[src/rtl/pfm_gen_pkg.sv]
package pfm_gen_pkg;
   typedef enum logic {
      DRV_RATE = 1'b0,
      DRV_STEP = 1'b1
   } drive_mode_e;

   localparam int unsigned MIN_CMD_W = 2;
endpackage

[src/rtl/pfm_cmd_latch.sv]
module pfm_cmd_latch #(
   parameter int unsigned CMD_W = 16
) (
   input  logic             clk,
   input  logic             rst_n,
   input  logic             wr_en,
   input  logic [CMD_W-1:0] wr_data,
   input  logic             update,
   output logic [CMD_W-1:0] active_q,
   output logic [CMD_W-1:0] active_d
);
   logic [CMD_W-1:0] hold_q;

   always_ff @(posedge clk or negedge rst_n) begin
      if (!rst_n)     hold_q <= '0;
      else if (wr_en) hold_q <= wr_data;
   end

   // a write in the update cycle is forwarded straight into the commit
   always_comb begin
      active_d = active_q;
      if (update) active_d = wr_en ? wr_data : hold_q;
   end

   always_ff @(posedge clk or negedge rst_n) begin
      if (!rst_n) active_q <= '0;
      else        active_q <= active_d;
   end


   cmd_hold_chk: assert property (@(posedge clk) disable iff (!rst_n)
      !update |=> $stable(active_q));
endmodule

[src/rtl/pfm_accum.sv]
module pfm_accum #(
   parameter int unsigned ACC_W = 16
) (
   input  logic             clk,
   input  logic             rst_n,
   input  logic             en,
   input  logic [ACC_W-1:0] mag,
   output logic             carry_nxt,
   output logic             pulse_q
);
   logic [ACC_W-1:0] acc_q;
   logic [ACC_W:0]   sum;

   always_comb begin
      sum       = {1'b0, acc_q} + {1'b0, mag};
      carry_nxt = en & sum[ACC_W];
   end

   always_ff @(posedge clk or negedge rst_n) begin
      if (!rst_n) begin
         acc_q   <= '0;
         pulse_q <= 1'b0;
      end else begin
         if (en) acc_q <= sum[ACC_W-1:0];
         pulse_q <= carry_nxt;
      end
   end


   acc_freeze_chk: assert property (@(posedge clk) disable iff (!rst_n)
      !en |=> $stable(acc_q));

   zero_rate_chk: assert property (@(posedge clk) disable iff (!rst_n)
      (mag == '0) |=> !pulse_q);
endmodule

[src/rtl/pfm_dir_ctl.sv]
module pfm_dir_ctl
   import pfm_gen_pkg::*;
#(
   parameter int unsigned CMD_W     = 16,
   parameter bit          TWOS_SIGN = 1'b1
) (
   input  logic             clk,
   input  logic             rst_n,
   input  drive_mode_e      mode,
   input  logic [CMD_W-1:0] active_q,
   input  logic [CMD_W-1:0] active_d,
   input  logic             fire_nxt,
   output logic [CMD_W-1:0] mag,
   output logic             dir_q
);
   localparam int unsigned TOP = CMD_W - 1;

   logic neg_now;
   logic dir_target;

   assign neg_now    = (mode == DRV_STEP) & active_q[TOP];
   assign dir_target = (mode == DRV_STEP) & active_d[TOP];

   generate
      if (TWOS_SIGN) begin : g_twos
         always_comb mag = neg_now ? (~active_q + CMD_W'(1)) : active_q;
      end else begin : g_signmag
         always_comb mag = neg_now ? {1'b0, active_q[TOP-1:0]} : active_q;
      end
   endgenerate

   // hold direction on an edge that launches a step; the step after a
   // sign change can never follow the last old step directly, so the
   // deferred update always lands between the two
   always_ff @(posedge clk or negedge rst_n) begin
      if (!rst_n)         dir_q <= 1'b0;
      else if (!fire_nxt) dir_q <= dir_target;
   end


   rate_dir_low_chk: assert property (@(posedge clk) disable iff (!rst_n)
      (mode == DRV_RATE && !fire_nxt) |=> !dir_q);
endmodule

[src/rtl/pfm_gen.sv]
module pfm_gen
   import pfm_gen_pkg::*;
#(
   parameter int unsigned NUM_CH    = 4,
   parameter int unsigned CMD_W     = 16,
   parameter bit          TWOS_SIGN = 1'b1
) (
   input  logic                    clk,
   input  logic                    rst_n,
   input  logic                    clk_en,
   input  logic                    step_mode,
   input  logic [NUM_CH-1:0]       cmd_wr,
   input  logic [NUM_CH*CMD_W-1:0] cmd_data,
   input  logic                    cmd_update,
   output logic [NUM_CH-1:0]       pulse_out,
   output logic [NUM_CH-1:0]       dir_out
);
   localparam int unsigned BUS_W = NUM_CH * CMD_W;

   generate
      if (CMD_W < MIN_CMD_W) begin : g_bad_width
         $error("pfm_gen: CMD_W must be at least %0d", MIN_CMD_W);
      end
      if (NUM_CH < 1) begin : g_bad_count
         $error("pfm_gen: NUM_CH must be at least 1");
      end
      if (BUS_W != NUM_CH * CMD_W) begin : g_bad_bus
         $error("pfm_gen: command bus width mismatch");
      end
   endgenerate

   drive_mode_e mode;
   assign mode = step_mode ? DRV_STEP : DRV_RATE;

   generate
      for (genvar ch = 0; ch < NUM_CH; ch++) begin : g_ch
         logic [CMD_W-1:0] active_q;
         logic [CMD_W-1:0] active_d;
         logic [CMD_W-1:0] mag;
         logic             fire_nxt;

         pfm_cmd_latch #(.CMD_W(CMD_W)) u_latch (
            .clk      (clk),
            .rst_n    (rst_n),
            .wr_en    (cmd_wr[ch]),
            .wr_data  (cmd_data[ch*CMD_W +: CMD_W]),
            .update   (cmd_update),
            .active_q (active_q),
            .active_d (active_d)
         );

         pfm_dir_ctl #(.CMD_W(CMD_W), .TWOS_SIGN(TWOS_SIGN)) u_dir (
            .clk      (clk),
            .rst_n    (rst_n),
            .mode     (mode),
            .active_q (active_q),
            .active_d (active_d),
            .fire_nxt (fire_nxt),
            .mag      (mag),
            .dir_q    (dir_out[ch])
         );

         pfm_accum #(.ACC_W(CMD_W)) u_acc (
            .clk       (clk),
            .rst_n     (rst_n),
            .en        (clk_en),
            .mag       (mag),
            .carry_nxt (fire_nxt),
            .pulse_q   (pulse_out[ch])
         );


         dir_settle_chk: assert property (@(posedge clk) disable iff (!rst_n)
            pulse_out[ch] |-> $stable(dir_out[ch]));
      end
   endgenerate


   reset_quiet_chk: assert property (@(posedge clk)
      !rst_n |-> (pulse_out == '0 && dir_out == '0));
endmodule

[config.mk]
export PLATFORM = sky130hd
export DESIGN_NAME = pfm_gen
export DESIGN_NICKNAME = d
export VERILOG_FILES = /design/src/rtl/pfm_gen_pkg.sv /design/src/rtl/pfm_cmd_latch.sv /design/src/rtl/pfm_accum.sv /design/src/rtl/pfm_dir_ctl.sv /design/src/rtl/pfm_gen.sv
export SDC_FILE = /design/constraint.sdc
export NUM_CORES = 1
export LEC_CHECK = 0
export ABC_CLOCK_PERIOD_IN_PS = 5500
export BUFFER_PORTS_ARGS = -buffer_cell sky130_fd_sc_hd__buf_2
export CORE_AREA = 2 2 166 136
export DETAILED_ROUTE_END_ITERATION = 6
export DIE_AREA = 0 0 168 138
export PLACE_DENSITY = 0.71
export SKIP_LAST_GASP = 1
export SLEW_MARGIN = 20
export SYNTH_ARGS = -nofsm -noshare
export SYNTH_HDL_FRONTEND = slang
export SYNTH_SLANG_ARGS = --single-unit
export TNS_END_PERCENT = 1
[constraint.sdc]
create_clock -name clk -period 5.5 [get_ports clk]
set_clock_uncertainty 0.15 [all_clocks]
set_input_delay 1.1 -clock clk [delete_from_list [all_inputs] [get_ports clk]]
set_output_delay 1.1 -clock clk [all_outputs]
set_load 0.005 [all_outputs]
==> results.json <==
{
  "status": "completed",
  "switching_share": 0.394,
  "fin_util": 0.591,
  "start_kind": "input pin",
  "cp_slowest_stage_delay_ps": 450,
  "clock-root-buffer": "clkbuf_16",
  "die_h_microns": 138,
  "min-delay-start": "g_ch[2].u_acc.acc_q[15]$_DFFE_PN0P_",
  "portBuffers": 80,
  "diodes": 0,
  "antenna_found_initial": 0,
  "synth_warnings": 0,
  "io-pin-count": 81,
  "cp-end-kind": "flip-flop",
  "fin_setup_tns_ps": 0,
  "cp_common_cell": "mux2_2",
  "grt_pass1_wl_mm": 39.9,
  "fmax_mhz": 257,
  "hold_class": "flip-flop to flip-flop",
  "cts_inserted_buffers": 17,
  "drt_wl_total_mm": 23.1,
  "synthCells": 1091,
  "worst-path-buf-inv": 1,
  "cts_setup_buffers": 0,
  "drt_iter0_drc": 480,
  "ys_seq_area_frac": 0.428,
  "tightest_slew_ps": 928,
  "switchingPower_w": 0.00266,
  "period_needed_ps": 3890,
  "required_ps": 5680,
  "globalRoute.totalOverflow": 0,
  "finalInstanceArea_sq_um": 12900,
  "first_global_vias": 8100,
  "pwr-share-clk": 0.188,
  "num_rows": 49,
  "place_congestion": 0.880,
  "rsz0062_at_grt": "no",
  "slew_viol_final": 0,
  "p_leak_nw": 5.77,
  "drc": 0,
  "seqPwrFrac": 0.313,
  "drt-wirelength-per-cell_microns": 16.0,
  "ant_nets": 0,
  "start_util": 0.537,
  "grt_max_degree": 116,
  "async_flop_share": 1.00,
  "cts_resized": 0,
  "maxCapViolCount": 0,
  "path_max_fanout": 15,
  "fin_nets": 1298,
  "cp_cell_sequence": "buf_2 > nand2_1 > mux2_2 > fa_1 > a211o_1 > a211oi_2 > nor2_1 > a221o_1 > xor2_1 > mux2_2",
  "startpoint": "step_mode",
  "syn2layout_area_growth_pct": 10.1,
  "finalHoldViolCount": 0,
  "core_area_sq_um": 21800,
  "synth_nets": 1240,
  "mappedNetlistArea_sq_um": 11700,
  "cp_top_family": "compound AO/OA/AOI/OAI gates",
  "dp_hpwl_mm": 16.1,
  "critPathArrivalTime_ps": 4060,
  "die_x_microns": 168,
  "synth_cell_types": 60,
  "relSlewSlack": 0.382,
  "synthFlopType": "dfrtp_1",
  "vias_per_cell": 5.70,
  "placed_area_sq_um": 12300,
  "combPwrFrac": 0.499,
  "cts_hold_buffers": 0,
  "htree_levels": 4,
  "avgSynthCellArea_sq_um": 10.7,
  "vias": 8221,
  "path_class": "input pin to flip-flop",
  "drive_gt1_frac": 0.239,
  "synth-edff-count": 0,
  "firstDrtPassIters": 5,
  "clkSinkCount": 200,
  "clk_pin_slew_worst_paths_ps": 70,
  "grt_usage": 0.208,
  "dieArea_sq_um": 23200,
  "clk-insertion-delay-late_ps": 440,
  "vdd_ir_drop_max_mv": 0.228,
  "ys_ff_latch": 200,
  "slowest_stage": "fa_1",
  "powerDensity_nw_per_um2": 526,
  "setup_viol": 0,
  "cts_tree": "built",
  "p_int_w": 0.00410,
  "clk_path_buf_depth": 2,
  "finalCritPeriodShare": 0.706,
  "r2r_start": "g_ch[0].u_latch.active_q[5]$_DFFE_PN0P_"
}
==> synthesized netlist by cell type (all sizes together) (3+ instances only) <==
cell type	instances	area, sq um
a221o	3	30.0
nand3	12	60.1
o31ai	13	97.6
o22ai	4	25.0
nand2	71	267
nor2b	7	43.8
buf	16	91.3
a21o	27	203
nor3	15	75.1
o211ai	3	22.5
o2bb2ai	3	26.3
dfrtp	200	5000
a211oi	10	80.1
a211o	7	61.3
and3	11	68.8
o21bai	9	67.6
clkbuf	31	116
and2	8	50.1
xor2	45	394
o311ai	8	77.6
a221oi	4	35.0
mux2i	11	110
nand2b	6	37.5
nor2	55	206
a21oi	70	350
o21ai	58	290
fa	4	80.1
a31oi	8	50.1
xnor2	41	359
nand4	20	125
a22oi	4	30.0
inv	32	120
o21a	12	90.1
mux2	153	1720
ha	72	901
nor4	12	75.1
a2111oi	3	40.0
==> cells by family after synthesis <==
kind of cell	after synthesis	synth area share
AOI/OAI and AO/OA	258	0.145
xor gates and xnor gates	86	0.0645
adders and majority gates	76	0.0840
buffers and inverters	79	0.0281
DFF	200	0.428
muxes	164	0.157
and+or+nand+nor	228	0.0934
==> layout by cell type, fill, tap and decap left out, types with 12 or more instances in the layout <==
| master | instances |
|---|---|
| nand3_1 | 12 |
| nor4_1 | 12 |
| clkbuf_16 | 17 |
| nand2_1 | 71 |
| dfrtp_1 | 200 |
| a21o_1 | 27 |
| a21oi_1 | 70 |
| mux2_2 | 153 |
| nor2_1 | 55 |
| o21a_1 | 12 |
| o21ai_0 | 58 |
| ha_1 | 72 |
| inv_1 | 32 |
| o31ai_1 | 13 |
| nor3_1 | 15 |
| xnor2_1 | 41 |
| nand4_1 | 20 |
| buf_2 | 79 |
| xor2_1 | 45 |
==> layout make-up <==
cell class                      instances  area, sq um
Multi-Input combinational cell        812         6350
Tap cell                              280          350
Sequential cell                       200         5000
Fill cell                            1808         8900
Clock inverter                         12          126
Inverter                               32          120
Clock buffer                           20          457
Timing Repair Buffer                   86          454
==> worst register-to-register path: stages (launching register included) <==
cell,delay (ps)
dfrtp_1,420
or4_1,590
nor4_1,330
nand2_1,140
nor4_1,220
nor2_1,80
xor2_1,230
ha_1,350
a21oi_1,150
o21ai_0,180
a21o_1,220
a21o_1,160
o21ai_0,240
mux2i_1,240
==> per-stage QoR <==
step | power, W | instances | setup slack, ps | hold slack, ps
after floorplan | 0.00482 | 1091 | 1590 | 308
after global placement | 0.00538 | 1410 | 1240 | 326
after detailed placement | 0.00548 | 1410 | 1170 | 329
after CTS | 0.00679 | 1442 | 1640 | 346
after global routing | 0.00733 | 1442 | 1400 | 364
final | 0.00677 | 1442 | 1610 | 342
==> power by group through the flow <==
stage          clock network [W]  registers [W]  logic [W]
2_1_floorplan                  0        0.00207    0.00275
3_3_place_gp                   0        0.00213    0.00325
3_5_place_dp                   0        0.00214    0.00333
4_1_cts                  0.00130        0.00212    0.00336
5_1_grt                  0.00136        0.00218    0.00380
6_report                 0.00127        0.00212    0.00338
==> state kept, by name (all words and copies together), names as in the netlist <==
signal / flops
g_ch.u_acc.acc_q: 64
g_ch.u_acc.pulse_q: 4
g_ch.u_dir.dir_q: 4
g_ch.u_latch.active_q: 64
g_ch.u_latch.hold_q: 64
==> routing by layer <==
| layer | vias to the layer above | wire length, microns | global-route usage |
|---|---|---|---|
| li1 | 4093 | - | - |
| met1 | 3947 | 12300 | 0.320 |
| met2 | 155 | 9700 | 0.308 |
| met3 | 26 | 816 | 0.0315 |
| met4 | 0 | 256 | 0.0558 |
| met5 | - | 0 | 0 |
==> final timing paths <==
kind | cells after the start | end | slack (ps)
setup / recovery | 10 | g_ch[2].u_acc.acc_q[12]$_DFFE_PN0P_ | 1610
hold / removal | 2 | g_ch[2].u_acc.acc_q[15]$_DFFE_PN0P_ | 340
setup reg to reg | 13 | g_ch[0].u_dir.dir_q$_DFFE_PN0N_ | 1750
hold reg to reg | 2 | g_ch[2].u_acc.acc_q[15]$_DFFE_PN0P_ | 340
max in group asynchronous | 2 | g_ch[2].u_latch.hold_q[10]$_DFF_PN0_ | 3440
min in group asynchronous | 1 | g_ch[1].u_latch.hold_q[3]$_DFF_PN0_ | 630
No activity file was read; power rests on OpenSTA's default activity.
